File: src/rtl/prot_wr_guard.sv
module prot_wr_guard #(
  parameter int AW = 4,
  parameter int DW = 8,
  parameter logic [DW-1:0] RESET_VAL = '0,
  parameter int SETTLE = 5,
  parameter int CMD_ADDR = 0,
  parameter int TGT_ADDR = 1,
  parameter int STAT_ADDR = 2
) (
  input  logic          clk,
  input  logic          rst_n,
  input  logic [AW-1:0] bus_addr,
  input  logic [DW-1:0] bus_wdata,
  input  logic          bus_wr,
  input  logic          bus_rd,
  input  logic          bus_ext,
  input  logic          irq_ack,
  output logic [DW-1:0] bus_rdata,
  output logic [DW-1:0] prot_value,
  output logic          settle_busy
);
  localparam int CW = $clog2(SETTLE + 1);

  logic          armed_q, err_q;
  logic [DW-1:0] value_q;
  logic [CW-1:0] cnt_q;

  wire hit_cmd  = bus_addr == AW'(CMD_ADDR);
  wire hit_tgt  = bus_addr == AW'(TGT_ADDR);
  wire hit_stat = bus_addr == AW'(STAT_ADDR);

  wire cmd_wr  = bus_wr & hit_cmd;
  wire tgt_wr  = bus_wr & hit_tgt;
  wire stat_wr = bus_wr & hit_stat;
  wire quiet   = ~irq_ack & ~bus_ext;
  wire grant   = tgt_wr & armed_q & quiet;
  wire breaker = ~quiet | (bus_wr & ~hit_cmd) | (bus_rd & ~hit_tgt);

  always_ff @(posedge clk) begin
    if (!rst_n) begin
      armed_q <= 1'b0;
      err_q   <= 1'b0;
      value_q <= RESET_VAL;
      cnt_q   <= '0;
    end else begin
      if (cmd_wr && quiet)   armed_q <= 1'b1;
      else if (breaker)      armed_q <= 1'b0;

      if (tgt_wr && !grant)                 err_q <= 1'b1;
      else if (stat_wr && !bus_wdata[0])    err_q <= 1'b0;

      if (grant) begin
        value_q <= bus_wdata;
        cnt_q   <= CW'(SETTLE);
      end else if (cnt_q != '0) begin
        cnt_q   <= cnt_q - 1'b1;
      end
    end
  end

  assign prot_value  = value_q;
  assign settle_busy = cnt_q != '0;

  always_comb begin
    bus_rdata = '0;
    if (hit_tgt)       bus_rdata = value_q;
    else if (hit_stat) bus_rdata = {{(DW-3){1'b0}}, settle_busy, armed_q, err_q};
  end

  p_update_r2: assert property (@(posedge clk) disable iff (!rst_n)
    (tgt_wr && armed_q && quiet) |=> prot_value == $past(bus_wdata));

  p_irq_voids_r3: assert property (@(posedge clk) disable iff (!rst_n)
    irq_ack |=> !armed_q);

  p_reject_r4: assert property (@(posedge clk) disable iff (!rst_n)
    (tgt_wr && !armed_q) |=> (err_q && $stable(prot_value)));

  p_ext_voids_r5: assert property (@(posedge clk) disable iff (!rst_n)
    bus_ext |=> !armed_q);

  p_tgt_read_keeps_r6: assert property (@(posedge clk) disable iff (!rst_n)
    (bus_rd && hit_tgt && quiet) |=> $stable(armed_q));

  p_sticky_r7: assert property (@(posedge clk) disable iff (!rst_n)
    (err_q && !(stat_wr && !bus_wdata[0])) |=> err_q);

  p_busy_start_r8: assert property (@(posedge clk) disable iff (!rst_n)
    grant |=> settle_busy);

  p_busy_end_r8: assert property (@(posedge clk) disable iff (!rst_n)
    (cnt_q == CW'(1) && !grant) |=> !settle_busy);
endmodule

File: config.mk
export PLATFORM = sky130hd
export DESIGN_NAME = prot_wr_guard
export DESIGN_NICKNAME = d
export VERILOG_FILES = /design/src/rtl/prot_wr_guard.sv
export SDC_FILE = /design/constraint.sdc
export NUM_CORES = 1
export LEC_CHECK = 0
export BUFFER_PORTS_ARGS = -buffer_cell sky130_fd_sc_hd__buf_2
export CORE_MARGIN = 3
export CORE_UTILIZATION = 44
export CTS_CLUSTER_DIAMETER = 50
export DETAILED_ROUTE_END_ITERATION = 10
export PLACE_DENSITY = 0.77
export SETUP_SLACK_MARGIN = 0.2
export SLEW_MARGIN = 20
export SYNTH_ARGS = -nofsm -noshare
export SYNTH_HDL_FRONTEND = slang
export SYNTH_SLANG_ARGS = --single-unit
File: constraint.sdc
create_clock -name clk -period 1.5 [get_ports clk]
set_input_delay 0.225 -clock clk [delete_from_list [all_inputs] [get_ports clk]]
set_output_delay 0.225 -clock clk [all_outputs]
set_load 0.05 [all_outputs]
Yosys cells after proc, flatten, opt, wreduce, memory -nomap -nowiden
Index checks and enable logic that the tools add are counted.
- output and inout bits: 17
- bits in registers: 13
- word-level logic and storage cells: 43
- input bits: 18
- mux-type cells: 8
- reductions and logical operators: 11
- bitwise operators: 16
- equal/unequal tests: 2
- add/subtract/negate cells: 1
- operators by type and width (kind ; count):
    3-bit two-way mux ; 3
    1-bit AND ; 8
    8-bit two-way mux ; 1
    1-bit NOT ; 6
    2-bit nonzero test ; 3
    4-bit by 1-bit equality test with 1-bit output, second input constant ; 1
    4-bit by 2-bit equality test with 1-bit output, second input constant ; 1
    4-bit logical NOT ; 1
    1-bit two-way mux ; 4
    1-bit logical AND ; 3
    3-bit nonzero test ; 1
    3-bit by 1-bit subtractor with 3-bit output, second input constant ; 1
    1-bit logical NOT ; 2
    1-bit OR ; 2
    2-bit OR reduction ; 1

Logic depth before layout (Yosys ltp)
Gate-level depths: netlist of the first run.
- depth after elaboration: 7
- depth in mapped cells: 6
- gate-level depth less buffers: 6

Worst setup path after synthesis of the first run
Ideal clock, no wire load.
- path kind: register to output
- from: register cnt_q[0]
- to: output bus_rdata[2]
- data arrival time: 1.937 ns
- stages on the path, launching flop included: 7
- data required time: 1.275 ns
- buffers on the path: 0
- path slack: -0.662 ns
- path through: dfxtp_1 -> inv_1 -> ha_1 -> ha_1 -> inv_1 -> a22oi_1 -> nor2_1
- word-level cells in the longest chain between the ends: 3
- RTL lines (element ; RTL line ; RTL):
    start: declaration ; 26 ; logic [CW-1:0] cnt_q;
    start signal: assignment ; 54 ; cnt_q <= CW'(SETTLE);
    start signal: assignment ; 56 ; cnt_q <= cnt_q - 1'b1;
    3-bit nonzero test ; 62 ; assign settle_busy = cnt_q != '0;
    net settle_busy ; 20 ; output logic settle_busy
    3-bit two-way mux ; 67 ; else if (hit_stat) bus_rdata = {{(DW-3){1'b0}}, settle_busy, armed_q, err_q};
    8-bit two-way mux ; 66 ; if (hit_tgt) bus_rdata = value_q;
    end: declaration ; 18 ; output logic [DW-1:0] bus_rdata,
The timed path passes the listed nets, and every way through them passes these cells.

Worst setup path after layout of the first run
- from: register cnt_q[1]
- to: output bus_rdata[2]
- word-level cells in the longest chain between the ends: 3
- RTL lines (element ; RTL line):
    3-bit nonzero test ; 62
    3-bit two-way mux ; 67
    8-bit two-way mux ; 66
Every way passes these cells.

==> run summary, run 1 <==
Gate power share: 43.3%
Port Buffer Count: 34
Antenna-violating nets left: 0
Synth unique cells: 26
Top Family by Delay on Critical Path: flip-flops
Slew Limit Headroom: 75.5%
Final core utilization: 82.6%
Clock latency on the worst-skew pair: 0.27 ns
Crit Reg-Reg Endpoint: cnt_q[1]$_SDFFE_PP0P_
Slowest stage delay, CP: 0.33 ns
Cell area after placement: 965 um^2
Measured slew at the worst slew-check pin: 0.368 ns
PD cells: 900 nW/um^2
Initial antenna violation count: 0
Largest net degree at the start of global routing: 23
DR pass1 iterations: 3
CP Data Required Time: 1.27 ns
Worst setup SP type: flop
Total grt overflow: 0
Deepest clock path buffer count: 2
Register clock-pin slew on the reported worst setup and hold paths: 0.08 ns
Num ports: 35
Largest cells by area after synthesis: dfxtp_1, mux2i_1, nand2_1
GP Congestion: 0.716
Via density: 5.06
Syn_nets: 101
CP startpoint: cnt_q[1]$_SDFFE_PP0P_
Inst Count DP: 128
Stages on worst setup path: 7
CTS buffer count: 3
Initial DRC count: 8
Die area: 2140 um^2
Worst path cell trace: inv_2 -> ha_4 -> ha_4 -> clkinvlp_4 -> a22oi_2 -> nor2_4 -> buf_8
Initial Utilization: 50.9%
Core area: 1400 um^2
Row count: 13
GRT busiest layer: met2
Worst Path Max Fanout: 2
DR WL/cell: 12.6 um
Mean Syn Cell Area: 8.90 um^2
TritonCTS clock tree: done
Final setup margin: -0.136 ns
Internal cell power: 694 uW
Static leakage: 0.000581 uW
CP bufs+invs: 3
Asr flop ratio synth: 0%
Area grow syn2layout: 62.2%
Final nets: 146
Run status: complete, but fails checks
Most frequent cell after synthesis: nand2_1
Synth cell count leaders: nand2_1, dfxtp_1, mux2i_1
Fmax: 611 MHz
Worst Setup End Kind: primary output
Fin crit share: 109%
Max Cap Viol: 0
Clk sinks: 13
Failing checks: negative setup slack
Number of global-route vias before repair: 625
Final Non-Filler Cells: 139
Design area: 1150 um^2
Launch point of the worst reg-to-reg path: cnt_q[1]$_SDFFE_PP0P_
Fin Setup TNS: -0.153 ns
Remaining DRCs: 0
First-pass GRT wire length: 2.62 mm
Minimum clock period: 1.64 ns
Sw Ratio: 33.2%
Share of cells above drive strength 1: 59.7%
Hold WC Path Type: in -> reg
Total power: 1040 uW
Max-slew violations: 0
WP data arrival: 1.41 ns
Met2 capacity usage during global routing: 30.5%
Cells on worst reg2reg path: 8
Setup-failing EPs final: 2
R2r setup slk: 0.20 ns
Post-synthesis register bit count: 13
CP max-delay cell: dfxtp_2
P_sw: 346 uW
Root Driver: clkbuf_4
WL final: 1.76 mm
M1 GR Usage: 19.1%
Setup crit end: bus_rdata[2]
Area leader, netlist: dfxtp_1
Max VDD drop: 0.741 mV
Tot GR Track Use: 17.2%
GRT met3 Usage: 7.03%
Worst setup path category: reg -> out
Syn Std Cell Area: 712 um^2
Sequential-to-total area share from yosys stat: 36.6%
Via count: 704
Htree depth: 1
Unrepaired setup endpoints after global routing: yes
EDFF count, synth: 0
Die width: 46.2 um
Top_reg_cell synth: dfxtp_1
Cells after Synth: 80
Clock skew: 0.000741 ns
# diodes: 0
Final hold vios: 0
Sequential power share: 36.3%
CP dominant cell by count: ha_4
Number of synthesis warnings: 0
Clock network power share: 20.5%
Die Height: 46.2 um
Post-synth top area share: 36.6%
[metal layers]
metal	share of wire, %	vias to the layer above
met5	0	-
met4	0	0
met3	4.7	0
met2	56	14
met1	39	332
li1	-	358
[cells by family after synthesis]
kind of cell / count (synthesis) / synth area share [%]
buf+inv: 8 / 5.27
fa+ha+maj: 3 / 5.27
simple gates: 36 / 28.3
mux: 9 / 12.7
flops: 13 / 36.6
xor+xnor: 2 / 2.46
compound gates: 9 / 9.49
[cell type report]
cell class	instances	area, um^2
clock buffer	4	26.3
fill	84	244
inverter	5	22.5
multi-input combinational	59	504
sequential	13	267
tap	15	18.8
timing repair buffer	43	317
[layout by cell type, fill, tap and decap left out, types with 2 or more instances in the layout]
cell and instances:
buf_8 6, nor2_4 3, a21boi_1 2, buf_2 25, ha_4 2, inv_1 2, and2_4 5, a22oi_2 3
buf_6 3, nand2_1 17, dfxtp_2 5, buf_4 9, clkbuf_4 3, mux2i_1 9, dfxtp_1 8, inv_2 2
[worst min path at each step]
stage | depth (start not counted) | slack, ns | endpoint | startpoint
6_report | 3 | 0.18 | prot_value[1]$_SDFFE_PN0P_ | bus_wdata[1]
5_1_grt | 3 | 0.16 | prot_value[1]$_SDFFE_PN0P_ | bus_wdata[1]
4_1_cts | 3 | 0.17 | prot_value[7]$_SDFFE_PN0P_ | bus_wdata[7]
3_5_place_dp | 2 | 0.46 | err_q$_SDFFE_PN0P_ | err_q$_SDFFE_PN0P_
3_3_place_gp | 2 | 0.44 | err_q$_SDFFE_PN0P_ | err_q$_SDFFE_PN0P_
2_1_floorplan | 2 | 0.36 | prot_value[0]$_SDFFE_PN0P_ | bus_wdata[0]
[power groups by stage]
| stage | clock, uW | sequential, uW | combinational [uW] |
|---|---|---|---|
| global placement | 0 | 387 | 310 |
| global route | 238 | 378 | 488 |
| detailed placement | 0 | 387 | 313 |
| CTS | 225 | 377 | 343 |
| finish | 213 | 377 | 450 |
| floorplan | 0 | 386 | 244 |
[state kept, by name (all words and copies together), names as in the netlist]
name,count
prot_value,8
cnt_q,3
armed_q,1
err_q,1
[tightest hold or removal path: stages]
cell	delay, ns
buf_2	0.09
nand2_1	0.04
mux2i_1	0.05
[per-stage QoR]
| stage | hold slack [ns] | setup WS (ns) |
|---|---|---|
| 3_3_place_gp | 0.443 | 0.00476 |
| 6_report | 0.179 | -0.136 |
| 5_1_grt | 0.163 | -0.191 |
| 3_5_place_dp | 0.455 | -0.0232 |
| 4_1_cts | 0.167 | -0.158 |
| 2_1_floorplan | 0.356 | -0.0302 |
[timing repair]
action,CTS,global route
setup endpoints to repair,9,10
hold buffers,0,0
pin swaps,5,10
gates resized for setup,15,24
buffers inserted,4,3
No activity file was read; power rests on OpenSTA's default activity.
==> inputs of run 2 (changes only) <==
--- a/config.mk
+++ b/config.mk
@@ -5,6 +5,7 @@
 export SDC_FILE = /design/constraint.sdc
 export NUM_CORES = 1
 export LEC_CHECK = 0
+export ABC_AREA = 1
 export BUFFER_PORTS_ARGS = -buffer_cell sky130_fd_sc_hd__buf_2
 export CORE_MARGIN = 3
 export CORE_UTILIZATION = 44
==> run 2 against run 1 <==
Compared with the run above:
- the flow now finishes without violations
- clock skew grew 0.0017 ns
- non-clock buffer count shrank 3
- clock power is essentially flat
- die area grew 0.45%
- final cell count grew 22%
- combinational power grew 37%
- sequential share of layout area grew 0.79 points
- critical endpoint unchanged
- largest power group unchanged
==> run summary, run 2 <==
Number of global-route vias before repair: 724 (was 625)
Min Hold Slack: 0.238 ns (was 0.179 ns)
Cell area after placement: 1010 um^2 (was 965 um^2)
Max-slew violations: 0 (unchanged)
DR WL/cell: 10.4 um (was 12.6 um)
Slew Limit Headroom: 83.5% (was 75.5%)
Clock skew: 0.00240 ns (was 0.000741 ns)
DR pass1 iterations: 5 (was 3)
Initial Utilization: 50.6% (was 50.9%)
Most frequent cells in the layout: nand2_1, buf_2, inv_1, nor2_1, buf_6 (was buf_2, nand2_1, mux2i_1, buf_4, dfxtp_1)
Worst Setup End Kind: primary output (unchanged)
Initial antenna violation count: 0 (unchanged)
CP Data Required Time: 1.27 ns (about the same)
Die area: 2150 um^2 (was 2140 um^2)
CP max-delay cell: dfxtp_2 (unchanged)
Hold Path Depth: 5 (was 3)
Register clock-pin slew on the reported worst setup and hold paths: 0.08 ns (about the same)
Die Height: 46.3 um (was 46.2 um)
Total grt overflow: 0 (unchanged)
Root Driver: clkbuf_4 (unchanged)
Synth unique cells: 16 (was 26)
Antenna-violating nets left: 0 (unchanged)
Sequential-to-total area share from yosys stat: 36.4% (was 36.6%)
Launch point of the worst reg-to-reg path: cnt_q[0]$_SDFFE_PN0P_ (was cnt_q[1]$_SDFFE_PP0P_)
Run status: finished clean (was complete, but fails checks)
CTS buffer count: 3 (unchanged)
Syn Std Cell Area: 716 um^2 (was 712 um^2)
R2r setup slk: 0.25 ns (was 0.20 ns)
XOR/XNOR Fraction of Synth Area: 1.22% (was 2.46%)
Fillers: 113 (was 84)
Mean Syn Cell Area: 6.33 um^2 (was 8.90 um^2)
Die width: 46.3 um (was 46.2 um)
# diodes: 0 (unchanged)
Port Buffer Count: 34 (unchanged)
Worst path cell trace: inv_2 -> ha_4 -> ha_4 -> o21ai_4 -> buf_6 (was inv_2 -> ha_4 -> ha_4 -> clkinvlp_4 -> a22oi_2 -> nor2_4 -> buf_8)
Area leader, netlist: dfxtp_1 (unchanged)
Post-synthesis simple-gate area fraction: 37.4% (was 28.3%)
Worst setup SP type: flop (unchanged)
Post-place setup slack: 0.144 ns (was -0.0232 ns)
Minimum clock period: 1.49 ns (was 1.64 ns)
Worst Path Max Fanout: 3 (was 2)
Top_reg_cell synth: dfxtp_1 (unchanged)
Number of flip-flops in the largest register: 8 (unchanged)
Main combinational cell family by area after synthesis: simple AND/OR/NAND/NOR gates (unchanged)
Syn_nets: 134 (was 101)
Core area: 1420 um^2 (was 1400 um^2)
Fin crit share: 99.3% (was 109%)
WP data arrival: 1.26 ns (was 1.41 ns)
Final setup margin: 0.0111 ns (was -0.136 ns)
Number of synthesis warnings: 0 (unchanged)
Crit Reg-Reg Endpoint: cnt_q[1]$_SDFFE_PP0P_ (unchanged)
Cells on worst reg2reg path: 8 (unchanged)
CTS Hold Bufs: 0 (unchanged)
Inst Count DP: 162 (was 128)
Hold EP: prot_value[6]$_SDFFE_PN0P_ (was prot_value[1]$_SDFFE_PN0P_)
Clk sinks: 13 (unchanged)
Max VDD drop: 0.944 mV (was 0.741 mV)
Area grow syn2layout: 57.5% (was 62.2%)
Share of cells above drive strength 1: 44.5% (was 59.7%)
GP Congestion: 0.785 (was 0.716)
WL final: 1.76 mm (about the same)
Mux cell area share after synthesis: 0% (was 12.7%)
Tot GR Track Use: 18.4% (was 17.2%)
Synth Area in Compound Gates: 5.59% (was 9.49%)
Clock latency on the worst-skew pair: 0.27 ns (about the same)
Row count: 13 (unchanged)
Unrepaired setup endpoints after global routing: yes (unchanged)
Fmax: 672 MHz (was 611 MHz)
Final HPWL DP: 1.33 mm
TritonCTS clock tree: done (unchanged)
Htree depth: 1 (unchanged)
Hold Startpoint: bus_wdata[6] (was bus_wdata[1])
Post-synth top area share: 36.4% (was 36.6%)
Final hold vios: 0 (unchanged)
Largest net degree at the start of global routing: 19 (was 23)
EDFF count, synth: 0 (unchanged)
First-pass GRT wire length: 2.87 mm (was 2.62 mm)
Adder-Cell Fraction of Synth Area: 5.24% (was 5.27%)
Final Non-Filler Cells: 170 (was 139)
Num ports: 35 (unchanged)
Max Cap Viol: 0 (unchanged)
Final nets: 177 (was 146)
Synth cell count leaders: nand2_1, nor2_1, inv_1 (was nand2_1, dfxtp_1, mux2i_1)
Slowest stage delay, CP: 0.34 ns (was 0.33 ns)
Initial DRC count: 15 (was 8)
Via density: 4.46 (was 5.06)
Final core utilization: 79.7% (was 82.6%)
Post-synthesis register bit count: 13 (unchanged)
Most common cell after layout, fill and taps aside: nand2_1 (was buf_2)
Most frequent cell after synthesis: nand2_1 (unchanged)
Largest cells by area after synthesis: dfxtp_1, nand2_1, nor2_1 (was dfxtp_1, mux2i_1, nand2_1)
Deepest clock path buffer count: 2 (unchanged)
Design area: 1130 um^2 (was 1150 um^2)
Worst setup path category: reg -> out (unchanged)
Asr flop ratio synth: 0% (unchanged)
Via count: 758 (was 704)
Cells after Synth: 113 (was 80)
PD cells: 1100 nW/um^2 (was 900 nW/um^2)
Remaining DRCs: 0 (unchanged)
CP dominant cell by count: ha_4 (unchanged)
Setup-failing EPs final: 0 (was 2)
Measured slew at the worst slew-check pin: 0.250 ns (was 0.368 ns)
Static leakage: 0.000550 uW (was 0.000581 uW)
Hold WC Path Type: in -> reg (unchanged)
[run 2: final cells by class]
type,instances,area [um^2],share of cell area [%]
clock buffers,4,26.3,2.33
multi-input cells,75,435,38.6
flip-flops and latches,13,269,23.9
well taps,15,18.8,1.66
inverters,23,90.1,7.99
repair buffers,40,288,25.5
[run 2: worst max-delay path by stage]
stage                     depth (start not counted)                     to                   from  slack, ns
after global placement                            5           bus_rdata[2]  cnt_q[0]$_SDFFE_PN0P_       0.16
after floorplan                                   7  cnt_q[1]$_SDFFE_PP0P_  cnt_q[1]$_SDFFE_PP0P_       0.20
after detailed placement                          5           bus_rdata[2]  cnt_q[0]$_SDFFE_PN0P_       0.14
final                                             5           bus_rdata[2]  cnt_q[0]$_SDFFE_PN0P_       0.01
after CTS                                         5           bus_rdata[2]  cnt_q[1]$_SDFFE_PP0P_     -0.001
after global routing                              5           bus_rdata[2]  cnt_q[0]$_SDFFE_PN0P_      -0.04
[run 2: power by group]
group	switching, uW	internal, uW	leakage (uW)	total (uW)
Combinational	322	296	0.000427	618
Sequential	22.9	388	0.000109	411
Clock	107	103	0.0000150	210
[run 2: what timing repair did]
item | in CTS | in global routing
endpoints found under the setup margin | 9 | 11
resized for setup | 14 | 8
buffers inserted | 3 | 1
pin swaps | 2 | 1
[run 2: kinds of logic after synthesis]
kind of cell / Yosys count
AO/OA/AOI/OAI: 8
adder cells (fa/ha/maj): 3
AND/OR/NAND/NOR: 63
buffers and inverters: 25
XOR/XNOR: 1
flip-flops: 13
[run 2: per-layer routing]
metal / track usage, % / wire (um) / up-vias
li1: - / - / 417
met1: 22.0 / 770 / 316
met2: 32.7 / 885 / 25
met3: 3.52 / 107 / 0
met4: 5.11 / 0 / 0
met5: 0 / 0 / -
[run 2: metrics by stage]
| step | total power, uW | TNS (ns) |
|---|---|---|
| after floorplan | 802 | 0 |
| after global placement | 883 | 0 |
| after detailed placement | 905 | 0 |
| after CTS | 1250 | -0.00118 |
| after global routing | 1330 | -0.0542 |
| final | 1240 | 0 |
[run 2: worst max-delay path: cells and delay by family, from the launching register on]
kind                       cells  cell delay, ns
adders and majority gates      2            0.34
buffers and inverters          2            0.21
DFF                            1            0.34
AOI/OAI and AO/OA              1            0.12
